[config.mk]
export PLATFORM = sky130hd
export DESIGN_NAME = bank_decoder
export DESIGN_NICKNAME = d
export VERILOG_FILES = /design/src/rtl/bank_dec_pkg.sv /design/src/rtl/bdec_cfg_regs.sv /design/src/rtl/bdec_match.sv /design/src/rtl/bdec_geom.sv /design/src/rtl/bdec_prio.sv /design/src/rtl/bank_decoder.sv
export SDC_FILE = /design/constraint.sdc
export NUM_CORES = 1
export LEC_CHECK = 0
export BUFFER_PORTS_ARGS = -buffer_cell sky130_fd_sc_hd__buf_2
export CAP_MARGIN = 25
export CORE_MARGIN = 3
export CORE_UTILIZATION = 35
export CTS_BUF_LIST = sky130_fd_sc_hd__clkbuf_8 sky130_fd_sc_hd__clkbuf_16
export DETAILED_ROUTE_END_ITERATION = 7
export PLACE_DENSITY = 0.67
export SLEW_MARGIN = 30
export SYNTH_ARGS = -nofsm -noshare
export SYNTH_HDL_FRONTEND = slang
export SYNTH_SLANG_ARGS = --single-unit
[constraint.sdc]
create_clock -name clk -period 2.2 [get_ports clk]
set_input_delay 0.33 -clock clk [delete_from_list [all_inputs] [get_ports clk]]
set_output_delay 0.33 -clock clk [all_outputs]
set_load 0.01 [all_outputs]
[src/rtl/bank_dec_pkg.sv]
package bank_dec_pkg;
   localparam int unsigned HI_W = 12;
   localparam int unsigned LO_W = 4;

   typedef struct packed {
      logic            en;
      logic [HI_W-1:0] hi_mask;
      logic [HI_W-1:0] hi_match;
      logic [LO_W-1:0] lo_mask;
      logic [LO_W-1:0] lo_match;
   } bank_cfg_t;
endpackage

[src/rtl/bdec_cfg_regs.sv]
module bdec_cfg_regs
   import bank_dec_pkg::*;
#(
   parameter int unsigned NBANK = 4,
   localparam int unsigned SEL_W = (NBANK > 1) ? $clog2(NBANK) : 1
) (
   input  logic                   clk,
   input  logic                   rst_n,
   input  logic                   we,
   input  logic [SEL_W-1:0]       sel,
   input  bank_cfg_t              wdata,
   output bank_cfg_t [NBANK-1:0]  cfg_q
);
   for (genvar b = 0; b < NBANK; b++) begin : g_bank
      always_ff @(posedge clk or negedge rst_n) begin
         if (!rst_n) begin
            cfg_q[b] <= '0;
         end else if (we && (sel == SEL_W'(b))) begin
            cfg_q[b] <= wdata;
         end
      end
   end
endmodule

[src/rtl/bdec_match.sv]
module bdec_match
   import bank_dec_pkg::*;
#(
   parameter int unsigned PA_W     = 43,
   parameter int unsigned HI_SHIFT = 32,
   parameter int unsigned LO_SHIFT = 6,
   localparam int unsigned HA_W    = PA_W - HI_SHIFT
) (
   input  bank_cfg_t        cfg,
   input  logic [PA_W-1:0]  addr,
   output logic             hit
);
   logic [HI_W-1:0] hi_field;
   logic [LO_W-1:0] lo_field;
   logic [HI_W-1:0] hi_bad;
   logic [LO_W-1:0] lo_bad;

   if (HA_W > HI_W) begin : g_bad_width
      $error("high address slice wider than match field");
   end

   always_comb begin
      hi_field = HI_W'(addr[PA_W-1:HI_SHIFT]);
      lo_field = addr[LO_SHIFT +: LO_W];
      // bits that differ and are not excused by the mask
      hi_bad   = (hi_field ^ cfg.hi_match) & ~cfg.hi_mask;
      lo_bad   = (lo_field ^ cfg.lo_match) & ~cfg.lo_mask;
      hit      = cfg.en && (hi_bad == '0) && (lo_bad == '0);
   end
endmodule

[src/rtl/bdec_geom.sv]
module bdec_geom
   import bank_dec_pkg::*;
#(
   parameter int unsigned HI_SHIFT = 32,
   parameter int unsigned SZ_BITS  = 10,
   localparam int unsigned BASE_W  = HI_W + HI_SHIFT,
   localparam int unsigned SZ_W    = SZ_BITS + 1 + HI_SHIFT,
   localparam int unsigned ILV_W   = LO_W + 1,
   localparam int unsigned ISH_W   = $clog2(LO_W + 1)
) (
   input  logic              clk,
   input  logic              rst_n,
   input  bank_cfg_t         cfg,
   output logic [BASE_W-1:0] base,
   output logic [ILV_W-1:0]  ilv,
   output logic [SZ_W-1:0]   size
);
   logic [ISH_W-1:0] ish;
   logic [SZ_W-1:0]  span;

   if (SZ_BITS > HI_W) begin : g_bad_sz
      $error("size bits exceed high mask width");
   end

   // low mask with k trailing zeros and ones above selects 2**k ways
   always_comb begin
      ish = '0;
      for (int k = 0; k <= int'(LO_W); k++) begin
         if (cfg.lo_mask == LO_W'({LO_W{1'b1}} << k)) ish = ISH_W'(k);
      end
   end

   always_comb begin
      ilv  = ILV_W'(1) << ish;
      base = BASE_W'(cfg.hi_match & ~cfg.hi_mask) << HI_SHIFT;
      span = (SZ_W'(cfg.hi_mask[SZ_BITS-1:0]) + SZ_W'(1)) << HI_SHIFT;
      size = span >> ish;
   end

   p_full_ilv_r9: assert property (@(posedge clk) disable iff (!rst_n)
      (cfg.lo_mask == '0) |-> (ilv == ILV_W'(1) << LO_W));

   p_size_nz_r11: assert property (@(posedge clk) disable iff (!rst_n)
      size != '0);
endmodule

[src/rtl/bdec_prio.sv]
module bdec_prio #(
   parameter int unsigned NBANK = 4,
   localparam int unsigned SEL_W = (NBANK > 1) ? $clog2(NBANK) : 1
) (
   input  logic              clk,
   input  logic              rst_n,
   input  logic [NBANK-1:0]  hits,
   output logic              any,
   output logic [SEL_W-1:0]  idx
);
   always_comb begin
      any = |hits;
      idx = '0;
      for (int i = int'(NBANK) - 1; i >= 0; i--) begin
         if (hits[i]) idx = SEL_W'(i);
      end
   end

   p_first_claims_r5: assert property (@(posedge clk) disable iff (!rst_n)
      any |-> hits[idx]);

   p_none_below_r5: assert property (@(posedge clk) disable iff (!rst_n)
      any |-> ((hits & ((NBANK'(1) << idx) - NBANK'(1))) == '0));
endmodule

[src/rtl/bank_decoder.sv]
module bank_decoder
   import bank_dec_pkg::*;
#(
   parameter int unsigned NBANK    = 4,
   parameter int unsigned PA_W     = 43,
   parameter int unsigned HI_SHIFT = 32,
   parameter int unsigned LO_SHIFT = 6,
   parameter int unsigned SZ_BITS  = 10,
   parameter int unsigned PID_W    = 5,
   localparam int unsigned SEL_W   = (NBANK > 1) ? $clog2(NBANK) : 1,
   localparam int unsigned GID_W   = PID_W + SEL_W,
   localparam int unsigned BASE_W  = HI_W + HI_SHIFT,
   localparam int unsigned SZ_W    = SZ_BITS + 1 + HI_SHIFT,
   localparam int unsigned ILV_W   = LO_W + 1
) (
   input  logic                      clk,
   input  logic                      rst_n,
   input  logic                      cfg_we,
   input  logic [SEL_W-1:0]          cfg_sel,
   input  logic                      cfg_en,
   input  logic [HI_W-1:0]           cfg_hi_mask,
   input  logic [HI_W-1:0]           cfg_hi_match,
   input  logic [LO_W-1:0]           cfg_lo_mask,
   input  logic [LO_W-1:0]           cfg_lo_match,
   input  logic [PID_W-1:0]          port_id,
   input  logic                      lk_req,
   input  logic [PA_W-1:0]           lk_addr,
   output logic                      res_valid,
   output logic                      res_hit,
   output logic                      res_miss,
   output logic [SEL_W-1:0]          res_bank,
   output logic [GID_W-1:0]          res_gid,
   output logic [NBANK*BASE_W-1:0]   bank_base,
   output logic [NBANK*ILV_W-1:0]    bank_ilv,
   output logic [NBANK*SZ_W-1:0]     bank_size
);
   if ((NBANK & (NBANK - 1)) != 0) begin : g_bad_nbank
      $error("bank count must be a power of two");
   end
   if (LO_SHIFT + LO_W > HI_SHIFT || HI_SHIFT >= PA_W) begin : g_bad_slices
      $error("address slices overlap or exceed address width");
   end

   bank_cfg_t              wdata;
   bank_cfg_t [NBANK-1:0]  cfg_q;
   logic [NBANK-1:0]       hits;
   logic                   any;
   logic [SEL_W-1:0]       idx;

   assign wdata = '{en: cfg_en, hi_mask: cfg_hi_mask, hi_match: cfg_hi_match,
                    lo_mask: cfg_lo_mask, lo_match: cfg_lo_match};

   bdec_cfg_regs #(.NBANK(NBANK)) i_regs (
      .clk(clk), .rst_n(rst_n), .we(cfg_we), .sel(cfg_sel),
      .wdata(wdata), .cfg_q(cfg_q)
   );

   for (genvar b = 0; b < NBANK; b++) begin : g_bank
      bdec_match #(.PA_W(PA_W), .HI_SHIFT(HI_SHIFT), .LO_SHIFT(LO_SHIFT)) i_match (
         .cfg(cfg_q[b]), .addr(lk_addr), .hit(hits[b])
      );
      bdec_geom #(.HI_SHIFT(HI_SHIFT), .SZ_BITS(SZ_BITS)) i_geom (
         .clk(clk), .rst_n(rst_n), .cfg(cfg_q[b]),
         .base(bank_base[b*BASE_W +: BASE_W]),
         .ilv(bank_ilv[b*ILV_W +: ILV_W]),
         .size(bank_size[b*SZ_W +: SZ_W])
      );
   end

   bdec_prio #(.NBANK(NBANK)) i_prio (
      .clk(clk), .rst_n(rst_n), .hits(hits), .any(any), .idx(idx)
   );

   always_ff @(posedge clk or negedge rst_n) begin
      if (!rst_n) begin
         res_valid <= 1'b0;
         res_hit   <= 1'b0;
         res_miss  <= 1'b0;
         res_bank  <= '0;
         res_gid   <= '0;
      end else begin
         res_valid <= lk_req;
         if (lk_req) begin
            res_hit  <= any;
            res_miss <= !any;
            res_bank <= any ? idx : '0;
            res_gid  <= any ? {port_id, idx} : '0;
         end
      end
   end

   p_strobe_r7: assert property (@(posedge clk) disable iff (!rst_n)
      lk_req |=> res_valid);

   p_quiet_r7: assert property (@(posedge clk) disable iff (!rst_n)
      !lk_req |=> (!res_valid && $stable(res_bank) && $stable(res_gid) && $stable(res_hit)));

   p_flags_r8: assert property (@(posedge clk) disable iff (!rst_n)
      res_valid |-> (res_hit != res_miss));

   p_miss_zero_r8: assert property (@(posedge clk) disable iff (!rst_n)
      (res_valid && res_miss) |-> (res_bank == '0 && res_gid == '0));

   p_gid_r6: assert property (@(posedge clk) disable iff (!rst_n)
      (lk_req && any) |=> (res_gid == {$past(port_id), res_bank}));

   p_enabled_only_r1: assert property (@(posedge clk) disable iff (!rst_n)
      any |-> cfg_q[idx].en);
endmodule

==> out/results.tsv <==
metric	value	unit
outcome	finished with violations	
failing checks	negative setup slack	
ys async rst share	100	%
FP Rows	65	
worst clock skew	5.40	ps
diode count	0	
P_leak	6.99	nW
RSZ-0062 raised after global routing	true	
Max Fclk	384	MHz
Final Hold Fails	0	
core area	31800	um2
Seq pwr share	26.8	%
WL/cell	17.9	um
register clock-pin slew on the reported worst setup and hold paths	60	ps
RePlAce Congestion	0.881	
Post-DRT Antenna Nets	0	
net switching power	0.00505	W
Seq/Total Area, Yosys	31.2	%
final setup fails	60	
period utilisation layout	118	%
Die Ht	186	um
Worst setup EP type	output pin	
first-pass GRT wire length	52.0	mm
number of flops mapped to enable cells by yosys	0	
pre-CTS setup slack	-141	ps
Synth Cell Area	11400	um2
max_cap viols	0	
VDD IR max	0.590	mV
CP Data Required Time	1870	ps
Internal Power	0.00848	W
register bit total from synthesis	142	
Layout Nets	1628	
Crit Path Class	register to output pin	
final cell count without fillers	1985	
share of post-route cells with drive strength above 1	48.6	%
DRT iter0 DRCs	419	
Max FO, Critical Path	5	
Post-Route WL	35.5	mm
Slew headroom	65.4	%
Yosys cell types	79	
total die area	34700	um2
final global-route overflow total	0	
Starting Density	35.8	%
most instantiated cells after synthesis	248 x buf_4, 142 x dfrtp_1, 135 x mux2_2, 80 x xnor2_1, 59 x nand2_1	
CTS tree	yes	
Slew @ Worst Pin	514	ps
I/O pin cnt	467	
Die W	186	um
Post-Syn Instances	1212	
CTS buffer count	17	
cell with the most instances after synthesis	buf_4	
largest net degree at the start of global routing	74	
initial antenna violation count	1	
htree depth	4	
YS warnings	0	
syn_area_per_cell	9.39	um2
Slew Viols, Final	0	
Synth top area share	31.2	%
Sink Count	142	
drt drc	0	
Clk pwr share	24.3	%
Worst Slack Setup Final	-407	ps
Switching Share	37.3	%
Vias/cell	4.81	
Pwr Density	898	nW/um2
Tmin final	2610	ps
WP data arrival	2280	ps
Worst-Skew Late Latency	420	ps
Logic pwr share	48.8	%
DP HPWL	26.7	mm
vias in the first global route	9125	
Buffers on Ports	198	
Synth area leader	dfrtp_1	
Root Driver	clkbuf_16	
Worst Setup Start Kind	register	
placed cell count	1895	
P&R area growth vs syn	32.4	%
HP Class	input port to register	
Max clock buf depth	2	
dominant cells by area after synthesis	dfrtp_1 31%, buf_4 16%, mux2_2 13%	
Synth Flop Type	dfrtp_1	
Tot GR Track Use	19.0	%
via count	9539	
DRT Pass-1 Iters	5	
final timing paths:
| check | start | end | slack [ps] | depth (start not counted) |
|---|---|---|---|---|
| worst max-delay path | i_regs.cfg_q[86] | bank_size[122] | -410 | 8 |
| worst min-delay path | port_id[3] | res_gid[5] | 140 | 2 |
| worst max register to register | i_regs.cfg_q[123] | res_hit | 290 | 8 |
| worst min register to register | i_regs.cfg_q[85] | i_regs.cfg_q[85] | 510 | 1 |
| max in group asynchronous | rst_n | i_regs.cfg_q[105] | 1280 | 3 |
| min in group asynchronous | rst_n | i_regs.cfg_q[45] | 290 | 2 |
worst max-delay path, cell delays in order, from the launching register on:
cell and delay, ps:
dfrtp_1 350, buf_6 110, ha_4 150, nand3_4 120, nor3_4 290, a31oi_1 120
or3_4 380, a22oi_2 180, buf_2 150
cells in the final DEF, fill, tap and decap left out, drive strengths merged, types with 10 or more instances in the layout:
cell    synthesis  final
buf           281    388
conb            1    240
dfrtp         142    142
mux2          135    135
xnor2          82     82
nand2          62     62
nor2b          56     56
nor2           49     50
a21oi          40     40
o22ai          33     33
o21ai          29     29
mux2i          24     24
nand3          23     23
clkbuf         45     21
inv            19     20
nor3           17     17
and2           12     13
a211oi         12     12
a31o           11     11
nand2b         11     11
nand4          10     10
per-layer routing:
layer  wire length [um]  vias to the layer above  global-route usage [%]
li1                   -                     4363                       -
met1              13800                     4674                    22.6
met2              17500                      411                    32.7
met3               2200                       89                    3.29
met4               2030                        2                    10.6
met5                 13                        -                       0
power groups by stage:
stage               logic, W  clock network [W]  registers (W)
floorplan            0.00368                  0        0.00341
global placement     0.00522                  0        0.00356
detailed placement   0.00528                  0        0.00359
CTS                  0.00600            0.00332        0.00360
global route         0.00706            0.00343        0.00370
finish               0.00661            0.00329        0.00363
registers in the layout (all words and copies together), names as in the netlist:
name          flops
i_regs.cfg_q    132
res_bank          1
res_gid           6
res_hit           1
res_miss          1
res_valid         1
repair_timing:
| item | CTS | global route |
|---|---|---|
| cloned | 4 | 2 |
| hold buffers | 1 | 0 |
| setup buffers | 29 | 24 |
| resized for setup | 181 | 113 |
| setup endpoints to repair | 62 | 63 |
| pin swaps | 66 | 51 |
| endpoints found under the hold margin | 9 | 0 |
area by class of cell:
class	count	area (um2)
fill	2884	16700
multi-input combinational	965	7450
sequential	142	3580
timing repair buffer	390	2730
tap	435	544
clock buffer	20	467
clock inverter	12	214
inverter	20	92.6
timing repair inverter	1	7.51
cell families (layout without fill, tap and decap cells):
kind of cell	after synthesis	after routing	synth area share, %
multiplexers	159	159	15.5
flip-flops	142	142	31.2
buffers and inverters	346	443	20.3
adder cells (fa/ha/maj)	4	4	0.440
AO/OA/AOI/OAI	186	186	11.4
other	1	240	0.0329
XOR/XNOR	91	91	7.40
AND/OR/NAND/NOR	283	285	13.7
metrics by stage:
stage | util (%) | hold WS (ps) | cell area, um2 | TNS [ps] | total power [W]
3_3_place_gp | 39.8 | 156 | 12700 | -518 | 0.00878
6_report | 47.4 | 140 | 15100 | -16000 | 0.0135
2_1_floorplan | - | 34.4 | 12300 | 0 | 0.00710
4_1_cts | 45.0 | 132 | 14300 | -15650 | 0.0129
5_1_grt | 47.4 | 144 | 15100 | -21410 | 0.0142
3_5_place_dp | 39.8 | 157 | 12700 | -1360 | 0.00887
No activity file was read; power rests on OpenSTA's default activity.
